`config.mk`:
```
export PLATFORM = sky130hd
export DESIGN_NAME = mdc_draw_top
export DESIGN_NICKNAME = d
export VERILOG_FILES = /design/src/rtl/mdc_pkg.sv /design/src/rtl/mdc_ball_seq.sv /design/src/rtl/mdc_obj_select.sv /design/src/rtl/mdc_ctrl.sv /design/src/rtl/mdc_draw_top.sv
export SDC_FILE = /design/constraint.sdc
export NUM_CORES = 1
export LEC_CHECK = 0
export BUFFER_PORTS_ARGS = -buffer_cell sky130_fd_sc_hd__buf_2
export CORE_UTILIZATION = 51
export DETAILED_ROUTE_END_ITERATION = 8
export MAX_ROUTING_LAYER = met4
export PLACE_DENSITY = 0.81
export SYNTH_ARGS = -nofsm -noshare
export SYNTH_HDL_FRONTEND = slang
export SYNTH_SLANG_ARGS = --single-unit
```
`constraint.sdc`:
```
create_clock -name clk -period 3 [get_ports clk]
set_clock_uncertainty 0.2 [all_clocks]
set_input_delay 0.6 -clock clk [delete_from_list [all_inputs] [get_ports clk]]
set_output_delay 0.6 -clock clk [all_outputs]
set_load 0.05 [all_outputs]
```
`src/rtl/mdc_pkg.sv`:
```
package mdc_pkg;

    localparam int BALL_PIXELS = 5;
    localparam int BALL_IDX_W  = $clog2(BALL_PIXELS);

    // Plus-shaped ball, row-major: column offset of pixel idx
    function automatic logic [1:0] ball_dx(input logic [BALL_IDX_W-1:0] idx);
        logic [1:0] d;
        unique case (idx)
            3'd1:    d = 2'd0;
            3'd3:    d = 2'd2;
            default: d = 2'd1;
        endcase
        return d;
    endfunction

    // Row offset of pixel idx
    function automatic logic [1:0] ball_dy(input logic [BALL_IDX_W-1:0] idx);
        logic [1:0] d;
        unique case (idx)
            3'd0:    d = 2'd0;
            3'd4:    d = 2'd2;
            default: d = 2'd1;
        endcase
        return d;
    endfunction

    typedef enum logic [1:0] {
        SQ_IDLE,
        SQ_PIX,
        SQ_HOLD
    } seq_state_t;

    typedef enum logic [2:0] {
        ST_BOOT,
        ST_ARM0,
        ST_DRAW0,
        ST_GAP,
        ST_ARM1,
        ST_DRAW1,
        ST_END
    } ctl_state_t;

endpackage

```
`src/rtl/mdc_ball_seq.sv`:
```
module mdc_ball_seq
    import mdc_pkg::*;
#(
    parameter int X_W = 9,
    parameter int Y_W = 8
) (
    input  logic           clk,
    input  logic           rst,
    input  logic           start,
    input  logic [X_W-1:0] org_x,
    input  logic [Y_W-1:0] org_y,
    output logic           draw,
    output logic           done,
    output logic [X_W-1:0] px,
    output logic [Y_W-1:0] py
);

    localparam logic [BALL_IDX_W-1:0] LAST_IDX = BALL_IDX_W'(BALL_PIXELS - 1);

    seq_state_t            state_q, state_d;
    logic [BALL_IDX_W-1:0] idx_q, idx_d;
    logic [X_W-1:0]        base_x_q, base_x_d;
    logic [Y_W-1:0]        base_y_q, base_y_d;

    // State register
    always_ff @(posedge clk) begin
        if (rst) begin
            state_q  <= SQ_IDLE;
            idx_q    <= '0;
            base_x_q <= '0;
            base_y_q <= '0;
        end else begin
            state_q  <= state_d;
            idx_q    <= idx_d;
            base_x_q <= base_x_d;
            base_y_q <= base_y_d;
        end
    end

    // Next state
    always_comb begin
        state_d  = state_q;
        idx_d    = idx_q;
        base_x_d = base_x_q;
        base_y_d = base_y_q;
        unique case (state_q)
            SQ_IDLE: begin
                if (start) begin
                    state_d  = SQ_PIX;
                    idx_d    = '0;
                    base_x_d = org_x;
                    base_y_d = org_y;
                end
            end
            SQ_PIX: begin
                if (idx_q == LAST_IDX) begin
                    idx_d   = '0;
                    state_d = start ? SQ_HOLD : SQ_IDLE;
                end else begin
                    idx_d = idx_q + 1'b1;
                end
            end
            SQ_HOLD: begin
                if (!start) state_d = SQ_IDLE;
            end
            default: state_d = SQ_IDLE;
        endcase
    end

    // Outputs
    always_comb begin
        draw = (state_q == SQ_PIX);
        done = draw && (idx_q == LAST_IDX);
        px   = base_x_q + X_W'(ball_dx(idx_q));
        py   = base_y_q + Y_W'(ball_dy(idx_q));
    end

    // a burst continues until its last pixel
    a_r4_burst_runs: assert property (@(posedge clk) disable iff (rst)
        (draw && !done) |=> draw);

    // the pixel after done is never drawn in the next cycle
    a_r5_rearm_gap: assert property (@(posedge clk) disable iff (rst)
        done |=> !draw);

    // a new burst needs a start seen while idle
    a_r5_start_needed: assert property (@(posedge clk) disable iff (rst)
        $rose(draw) |-> $past(start));

endmodule

```
`src/rtl/mdc_obj_select.sv`:
```
module mdc_obj_select #(
    parameter int             X_W    = 9,
    parameter int             Y_W    = 8,
    parameter int             C_W    = 3,
    parameter logic [X_W-1:0] X0     = 9'd100,
    parameter logic [Y_W-1:0] Y0     = 8'd50,
    parameter logic [C_W-1:0] COLOR0 = 3'b100,
    parameter logic [X_W-1:0] X1     = 9'd200,
    parameter logic [Y_W-1:0] Y1     = 8'd150,
    parameter logic [C_W-1:0] COLOR1 = 3'b011
) (
    input  logic           sel,
    output logic [X_W-1:0] org_x,
    output logic [Y_W-1:0] org_y,
    output logic [C_W-1:0] color
);

    always_comb begin
        if (sel) begin
            org_x = X1;
            org_y = Y1;
            color = COLOR1;
        end else begin
            org_x = X0;
            org_y = Y0;
            color = COLOR0;
        end
    end

endmodule

```
`src/rtl/mdc_ctrl.sv`:
```
module mdc_ctrl
    import mdc_pkg::*;
(
    input  logic clk,
    input  logic rst,
    input  logic seq_done,
    output logic seq_start,
    output logic obj_sel,
    output logic drawing,
    output logic finished
);

    ctl_state_t state_q, state_d;

    // State register
    always_ff @(posedge clk) begin
        if (rst) state_q <= ST_BOOT;
        else     state_q <= state_d;
    end

    // Next state
    always_comb begin
        state_d = state_q;
        unique case (state_q)
            ST_BOOT:  state_d = ST_ARM0;
            ST_ARM0:  state_d = ST_DRAW0;
            ST_DRAW0: if (seq_done) state_d = ST_GAP;
            ST_GAP:   state_d = ST_ARM1;
            ST_ARM1:  state_d = ST_DRAW1;
            ST_DRAW1: if (seq_done) state_d = ST_END;
            ST_END:   state_d = ST_END;
            default:  state_d = ST_BOOT;
        endcase
    end

    // Outputs
    always_comb begin
        seq_start = 1'b0;
        obj_sel   = 1'b0;
        drawing   = 1'b0;
        finished  = 1'b0;
        unique case (state_q)
            ST_BOOT:  ;
            ST_ARM0:  seq_start = 1'b1;
            ST_DRAW0: begin seq_start = 1'b1; drawing = 1'b1; end
            ST_GAP:   obj_sel = 1'b1;
            ST_ARM1:  begin seq_start = 1'b1; obj_sel = 1'b1; end
            ST_DRAW1: begin seq_start = 1'b1; obj_sel = 1'b1; drawing = 1'b1; end
            ST_END:   begin obj_sel = 1'b1; finished = 1'b1; end
            default:  ;
        endcase
    end

    // the terminal state is never left without reset
    a_r6_end_sticky: assert property (@(posedge clk) disable iff (rst)
        finished |=> finished);

    // the second object is selected only after a done pulse
    a_r3_after_done: assert property (@(posedge clk) disable iff (rst)
        $rose(obj_sel) |-> $past(seq_done));

endmodule

```
`src/rtl/mdc_draw_top.sv`:
```
module mdc_draw_top
    import mdc_pkg::*;
#(
    parameter int             X_W    = 9,
    parameter int             Y_W    = 8,
    parameter int             C_W    = 3,
    parameter logic [X_W-1:0] X0     = 9'd100,
    parameter logic [Y_W-1:0] Y0     = 8'd50,
    parameter logic [C_W-1:0] COLOR0 = 3'b100,
    parameter logic [X_W-1:0] X1     = 9'd200,
    parameter logic [Y_W-1:0] Y1     = 8'd150,
    parameter logic [C_W-1:0] COLOR1 = 3'b011
) (
    input  logic           clk,
    input  logic           rst,
    output logic [X_W-1:0] vga_x,
    output logic [Y_W-1:0] vga_y,
    output logic [C_W-1:0] vga_color,
    output logic           vga_wr_en
);

    logic           seq_start, seq_draw, seq_done;
    logic           obj_sel, drawing, finished;
    logic [X_W-1:0] org_x;
    logic [Y_W-1:0] org_y;
    logic [C_W-1:0] obj_color;

    mdc_ctrl u_ctrl (
        .clk      (clk),
        .rst      (rst),
        .seq_done (seq_done),
        .seq_start(seq_start),
        .obj_sel  (obj_sel),
        .drawing  (drawing),
        .finished (finished)
    );

    mdc_obj_select #(
        .X_W(X_W), .Y_W(Y_W), .C_W(C_W),
        .X0(X0), .Y0(Y0), .COLOR0(COLOR0),
        .X1(X1), .Y1(Y1), .COLOR1(COLOR1)
    ) u_sel (
        .sel  (obj_sel),
        .org_x(org_x),
        .org_y(org_y),
        .color(obj_color)
    );

    mdc_ball_seq #(.X_W(X_W), .Y_W(Y_W)) u_seq (
        .clk  (clk),
        .rst  (rst),
        .start(seq_start),
        .org_x(org_x),
        .org_y(org_y),
        .draw (seq_draw),
        .done (seq_done),
        .px   (vga_x),
        .py   (vga_y)
    );

    always_comb begin
        vga_wr_en = seq_draw;
        vga_color = seq_draw ? obj_color : '0;
    end

    // a written pixel always carries a colour
    a_r8_color_on_write: assert property (@(posedge clk) disable iff (rst)
        vga_wr_en |-> (vga_color != '0));

    // no write once the controller has finished
    a_r6_quiet_end: assert property (@(posedge clk) disable iff (rst)
        finished |-> !vga_wr_en);

    // sequencer bursts only while the controller awaits one
    a_r4_draw_in_window: assert property (@(posedge clk) disable iff (rst)
        vga_wr_en |-> drawing);

endmodule

```
Yosys cells after proc, flatten, opt, wreduce, memory -nomap -nowiden

Cells that the tools add are included.

Register bits: 25
Input bits: 2
Logic and storage cells: 54
Output and inout bits: 21

$add $sub $neg: 3
Reduce and logical (&&, ||, !) cells: 11
Eq/ne operators: 16
Multiplexer cells: 19

Operators with widths:

| kind                                                  | number |
|---|---|
| case mux 3 bit (7 select lines)                       | 1 |
| 2-to-1 mux 3 bit                                      | 6 |
| 2-to-1 mux 8 bit                                      | 2 |
| == test 3 bit, second input constant                  | 4 |
| adder 9 x 2 -> 9 bit                                  | 1 |
| == test 3 x 2 -> 1 bit, second input constant         | 3 |
| adder 8 x 2 -> 8 bit                                  | 1 |
| 2-to-1 mux 2 bit                                      | 4 |
| case mux 2 bit (2 select lines)                       | 2 |
| OR reduction 4 bit                                    | 2 |
| == test 3 x 1 -> 1 bit, second input constant         | 2 |
| zero test 3 bit                                       | 2 |
| inequality test 2 bit, second input constant          | 3 |
| case mux 2 bit (3 select lines)                       | 1 |
| case mux 3 bit (2 select lines)                       | 1 |
| AND reduction 2 bit                                   | 3 |
| inequality test 2 x 1 -> 1 bit, second input constant | 2 |
| adder 3 x 1 -> 3 bit, second input constant           | 1 |
| AND reduction 3 bit                                   | 1 |
| == test 2 x 1 -> 1 bit, second input constant         | 1 |
| == test 2 bit, second input constant                  | 1 |
| zero test 2 bit                                       | 1 |
| 2-to-1 mux 1 bit                                      | 2 |
| nonzero test 2 bit                                    | 1 |
| logical AND 1 bit                                     | 1 |

Depth between registers and ports, before layout

Word-level depth: 6
Mapped depth: 6
Gate-level depth less buffers: 6

Cells and area by module

Synthesis repeated with hierarchy kept, for this count alone.

Cell total of the unflattened synthesis: 202
Area total of the unflattened synthesis: 1592.8 µm²

By module, submodules not included:

| module         | area an instance (µm²) | seq. area each (µm²) | cells each | times used |
|---|---|---|---|---|
| mdc_ball_seq   | 1248.7                 | 440.4                | 156        | 1 |
| mdc_ctrl       | 171.4                  | 60.1                 | 21         | 1 |
| mdc_obj_select | 153.9                  | 0.0                  | 22         | 1 |
| mdc_draw_top   | 18.8                   | 0.0                  | 3          | 1 |

Worst setup path after synthesis

OpenSTA, ideal clock, no wires.

Path type: flip-flop to output port
Start point: register u_ctrl.state_q[1]
End point: output port vga_color[1]
Cell stages (with the launch flop): 6
Data arrival time: 1705 ps
Data required time: 2200 ps
Setup slack: 495 ps
Path through: dfxtp_1 -> buf_2 -> nand2_1 -> xor2_1 -> nor2_1 -> buf_4

Word-level cells in the longest chain between the ends: 5

RTL lines:

| item                                           | line                 | RTL |
|---|---|---|
| from (decl)                                    | mdc_ctrl.sv:13       | `ctl_state_t state_q, state_d;` |
| from (signal assigned)                         | mdc_ctrl.sv:18       | `else state_q <= state_d;` |
| == test 3 x 2 -> 1 bit (tied with other cells) | mdc_ctrl.sv:42       | `unique case (state_q)` |
| OR reduction 4 bit (no source line) *          | -                    |  |
| 2-to-1 mux 1 bit *                             | mdc_ctrl.sv:42       |  |
| 2-to-1 mux 3 bit *                             | mdc_obj_select.sv:19 | `if (sel) begin` |
| 2-to-1 mux 3 bit *                             | mdc_draw_top.sv:63   | `vga_color = seq_draw ? obj_color : '0;` |
| to (decl)                                      | mdc_draw_top.sv:18   | `output logic [C_W-1:0] vga_color,` |

Every way passes the cells marked *; elsewhere a longest branch is shown, timed or not.

Final worst setup path

Start point: register u_seq.idx_q[0]
End point: output port vga_y[2]

Word-level cells in the longest chain between the ends: 3

RTL lines:

| item                                                    | line               | RTL |
|---|---|---|
| from (decl)                                             | mdc_ball_seq.sv:21 | `logic [BALL_IDX_W-1:0] idx_q, idx_d;` |
| from (signal assigned)                                  | mdc_ball_seq.sv:34 | `idx_q <= idx_d;` |
| == test 3 bit / zero test 3 bit (equally long branches) | mdc_pkg.sv:20      | `unique case (idx)` |
| case mux 2 bit (2 select lines) *                       | mdc_pkg.sv:20      |  |
| adder 8 x 2 -> 8 bit *                                  | mdc_ball_seq.sv:75 | `py = base_y_q + Y_W'(ball_dy(idx_q));` |
| to (decl)                                               | mdc_draw_top.sv:17 | `output logic [Y_W-1:0] vga_y,` |

Marks and branches as above.

==> impl_results.md <==
- Status: finished clean
- Hold endpoint: u_seq.base_x_q[6]
- Port bufs: 19
- IO Pins: 23
- Crit-path cells: inv_1 -> ha_1 -> and2_1 -> ha_1 -> ha_1 -> buf_2
- Fraction of layout cells with a size suffix above 1: 28.9%
- Routed Wire Length: 1120 um
- Dpl cells: 100
- First-pass GRT wire length: 1810 um
- Seq/Total Area, Yosys: 33.0%
- WHS: 289 ps
- Crit path required time: 2200 ps
- Die W: 38.2 um
- WS Path Type: flip-flop to primary output
- Reg clk slew, reported paths: 70 ps
- Worst-case clock buffer depth: 2
- Top post-synthesis cells by area: dfxtp_1 (33%), buf_4 (10%), ha_1 (9.4%)
- Slowest stage cell, crit path: dfxtp_1
- DR DRC count: 0
- GR Overflow Total: 0
- CP max stage delay: 410 ps
- Synth cell count leaders: dfxtp_1 (11), buf_4 (9), inv_1 (7), ha_1 (5)
- Min-Delay Path Depth: 2
- CTS resizes: 0
- Setup crit start kind: flip-flop
- Post-Layout Cell Count: 104
- Synth Flop Type: dfxtp_1
- Postcts setup bufs: 0
- Num CTS Buffers: 3
- R2R Setup Slk: 1370 ps
- Number of H-tree levels: 1
- Ant diodes: 0
- Post-DP HPWL: 863 um
- Layout Area Growth over Synthesis: 8.80%
- Fmax: 375 MHz
- Post-synthesis average cell area: 8.68 um2
- GRT Total Usage: 19.8%
- Pins Over Slew Limit: 0
- Drt via density: 5.19
- R2r endpoint: u_seq.base_x_q[6]
- # Max-Cap Violations: 0
- GP Congestion: 0.741
- Die Footprint: 1460 um2
- Worst Hold Launch: u_seq.base_x_q[6]
- Crit path arrival time: 1860 ps
- Critical R2R Launch: u_ctrl.state_q[2]
- Vias in the first global route: 429
- Min-delay worst type: flip-flop to flip-flop
- Via count: 540
- Synth area leader: dfxtp_1
- Final Critical Period: 2670 ps
- Clock sinks: 11
- Post-synth EDFFs: 0
- CTS tree: yes
- DR WL/cell: 10.8 um
- Core area: 1160 um2
- Fillers: 106
- Chip height: 38.2 um
- Nets: 98
- Root buffer cell: clkbuf_4
- Cell with the most instances after synthesis: dfxtp_1
- Row count: 12
- Finish-stage setup viols: 0
- FF-to-FF path depth: 4
- Mapped Area: 668 um2
- CP max FO: 5
- Post-synth cell types: 34
- Worst setup EP type: primary output
- Post-route clock period utilization: 88.8%
- Iter 0 DRT Violations: 12
- Fin Setup TNS: 0 ps
- Post-synthesis register bit count: 11
- RSZ-0062 raised after global routing: false
- Largest net degree at the start of global routing: 13
- DRT antenna net count: 0
- Clock Latency Late Sink: 280 ps
- Ys async rst share: 0%
- Cell mode on critical path: ha_1
- Initial Util: 57.8%
- Area share of the largest cell type after synthesis: 33.0%
- 1st-pass router iterations: 4
- Mapped Cells: 77
- Initial antenna violation count: 0
- Yosys warning count: 0
- Hold_buf cts: 0
- Fin. Hold Viols: 0
[kinds of logic after synthesis]
| kind of cell | share of synthesized area (%) |
|---|---|
| compound gates | 11.8 |
| xor+xnor | 5.06 |
| fa+ha+maj | 9.36 |
| buf+inv | 17.0 |
| flops | 33.0 |
| mux | 1.69 |
| other cells | 0.561 |
| simple gates | 21.5 |
[critical path: cells and delay by family, from the launching register on]
family | cells | cell delay [ps]
adder cells (fa/ha/maj) | 3 | 680
flip-flops | 1 | 410
buffers and inverters | 2 | 320
AND/OR/NAND/NOR | 1 | 190
[metal layers]
metal | vias to the layer above | part of all wire [%] | track usage (%)
li1 | 270 | - | -
met1 | 239 | 44 | 21.4
met2 | 26 | 46 | 28.8
met3 | 5 | 8.0 | 8.72
met4 | 0 | 2.7 | 13.4
met5 | - | 0 | -
[area by class of cell]
class                      instances  area [um2]  share of cell area (%)
timing repair buffer              19        95.1                    13.1
sequential                        11         220                    30.3
tap                               14        17.5                    2.41
multi-input combinational         49         342                    47.0
clock buffer                       4        26.3                    3.61
inverter                           7        26.3                    3.61
[flip-flops by register name (all words and copies together) (netlist names)]
name,cells
u_seq.idx_q,3
u_seq.base_x_q,3
u_seq.state_q,2
u_ctrl.state_q,3
[layout by cell type, fill, tap and decap left out]
| cell type | n |
|---|---|
| buf_2 | 19 |
| dfxtp_1 | 11 |
| inv_1 | 7 |
| ha_1 | 5 |
| nand2_1 | 4 |
| nor2_1 | 4 |
| nand2b_1 | 4 |
| nor3_1 | 3 |
| conb_1 | 3 |
| clkbuf_4 | 3 |
| and2_1 | 2 |
| o22ai_1 | 2 |
| a21oi_1 | 2 |
| o21ai_0 | 2 |
| xor2_1 | 1 |
| and3_1 | 1 |
| nand4b_1 | 1 |
| xnor2_1 | 1 |
| a311oi_1 | 1 |
| nor2_2 | 1 |
| xnor2_2 | 1 |
| or2_2 | 1 |
| a22o_1 | 1 |
| mux2_2 | 1 |
| o21a_1 | 1 |
| o22a_1 | 1 |
| or4b_1 | 1 |
| o21ai_1 | 1 |
| or2_1 | 1 |
| nor4b_1 | 1 |
| a211oi_1 | 1 |
| and3b_1 | 1 |
| clkbuf_1 | 1 |
[worst max-delay path by stage]
stage / slack, ps / to / cells past startpoint / from
after CTS: 320 / vga_y[2] / 6 / u_seq.idx_q[0]
final: 340 / vga_y[2] / 6 / u_seq.idx_q[0]
after global placement: 700 / vga_y[2] / 6 / u_seq.idx_q[0]
after global routing: 230 / vga_y[2] / 6 / u_seq.idx_q[0]
after floorplan: 500 / vga_color[1] / 5 / u_ctrl.state_q[1]
after detailed placement: 620 / vga_y[2] / 6 / u_seq.idx_q[0]
[metrics by stage]
step / instance area [um2] / utilization (%) / setup slack (ps)
2_1_floorplan: 676 / - / 495
3_3_place_gp: 701 / 60.6 / 704
3_5_place_dp: 701 / 60.6 / 623
4_1_cts: 727 / 62.9 / 315
5_1_grt: 727 / 62.9 / 234
6_report: 727 / 62.9 / 335
Power is left out: the tool's default activity adds up to more than one toggle a clock period on the data nets, which glitch-free logic cannot reach.
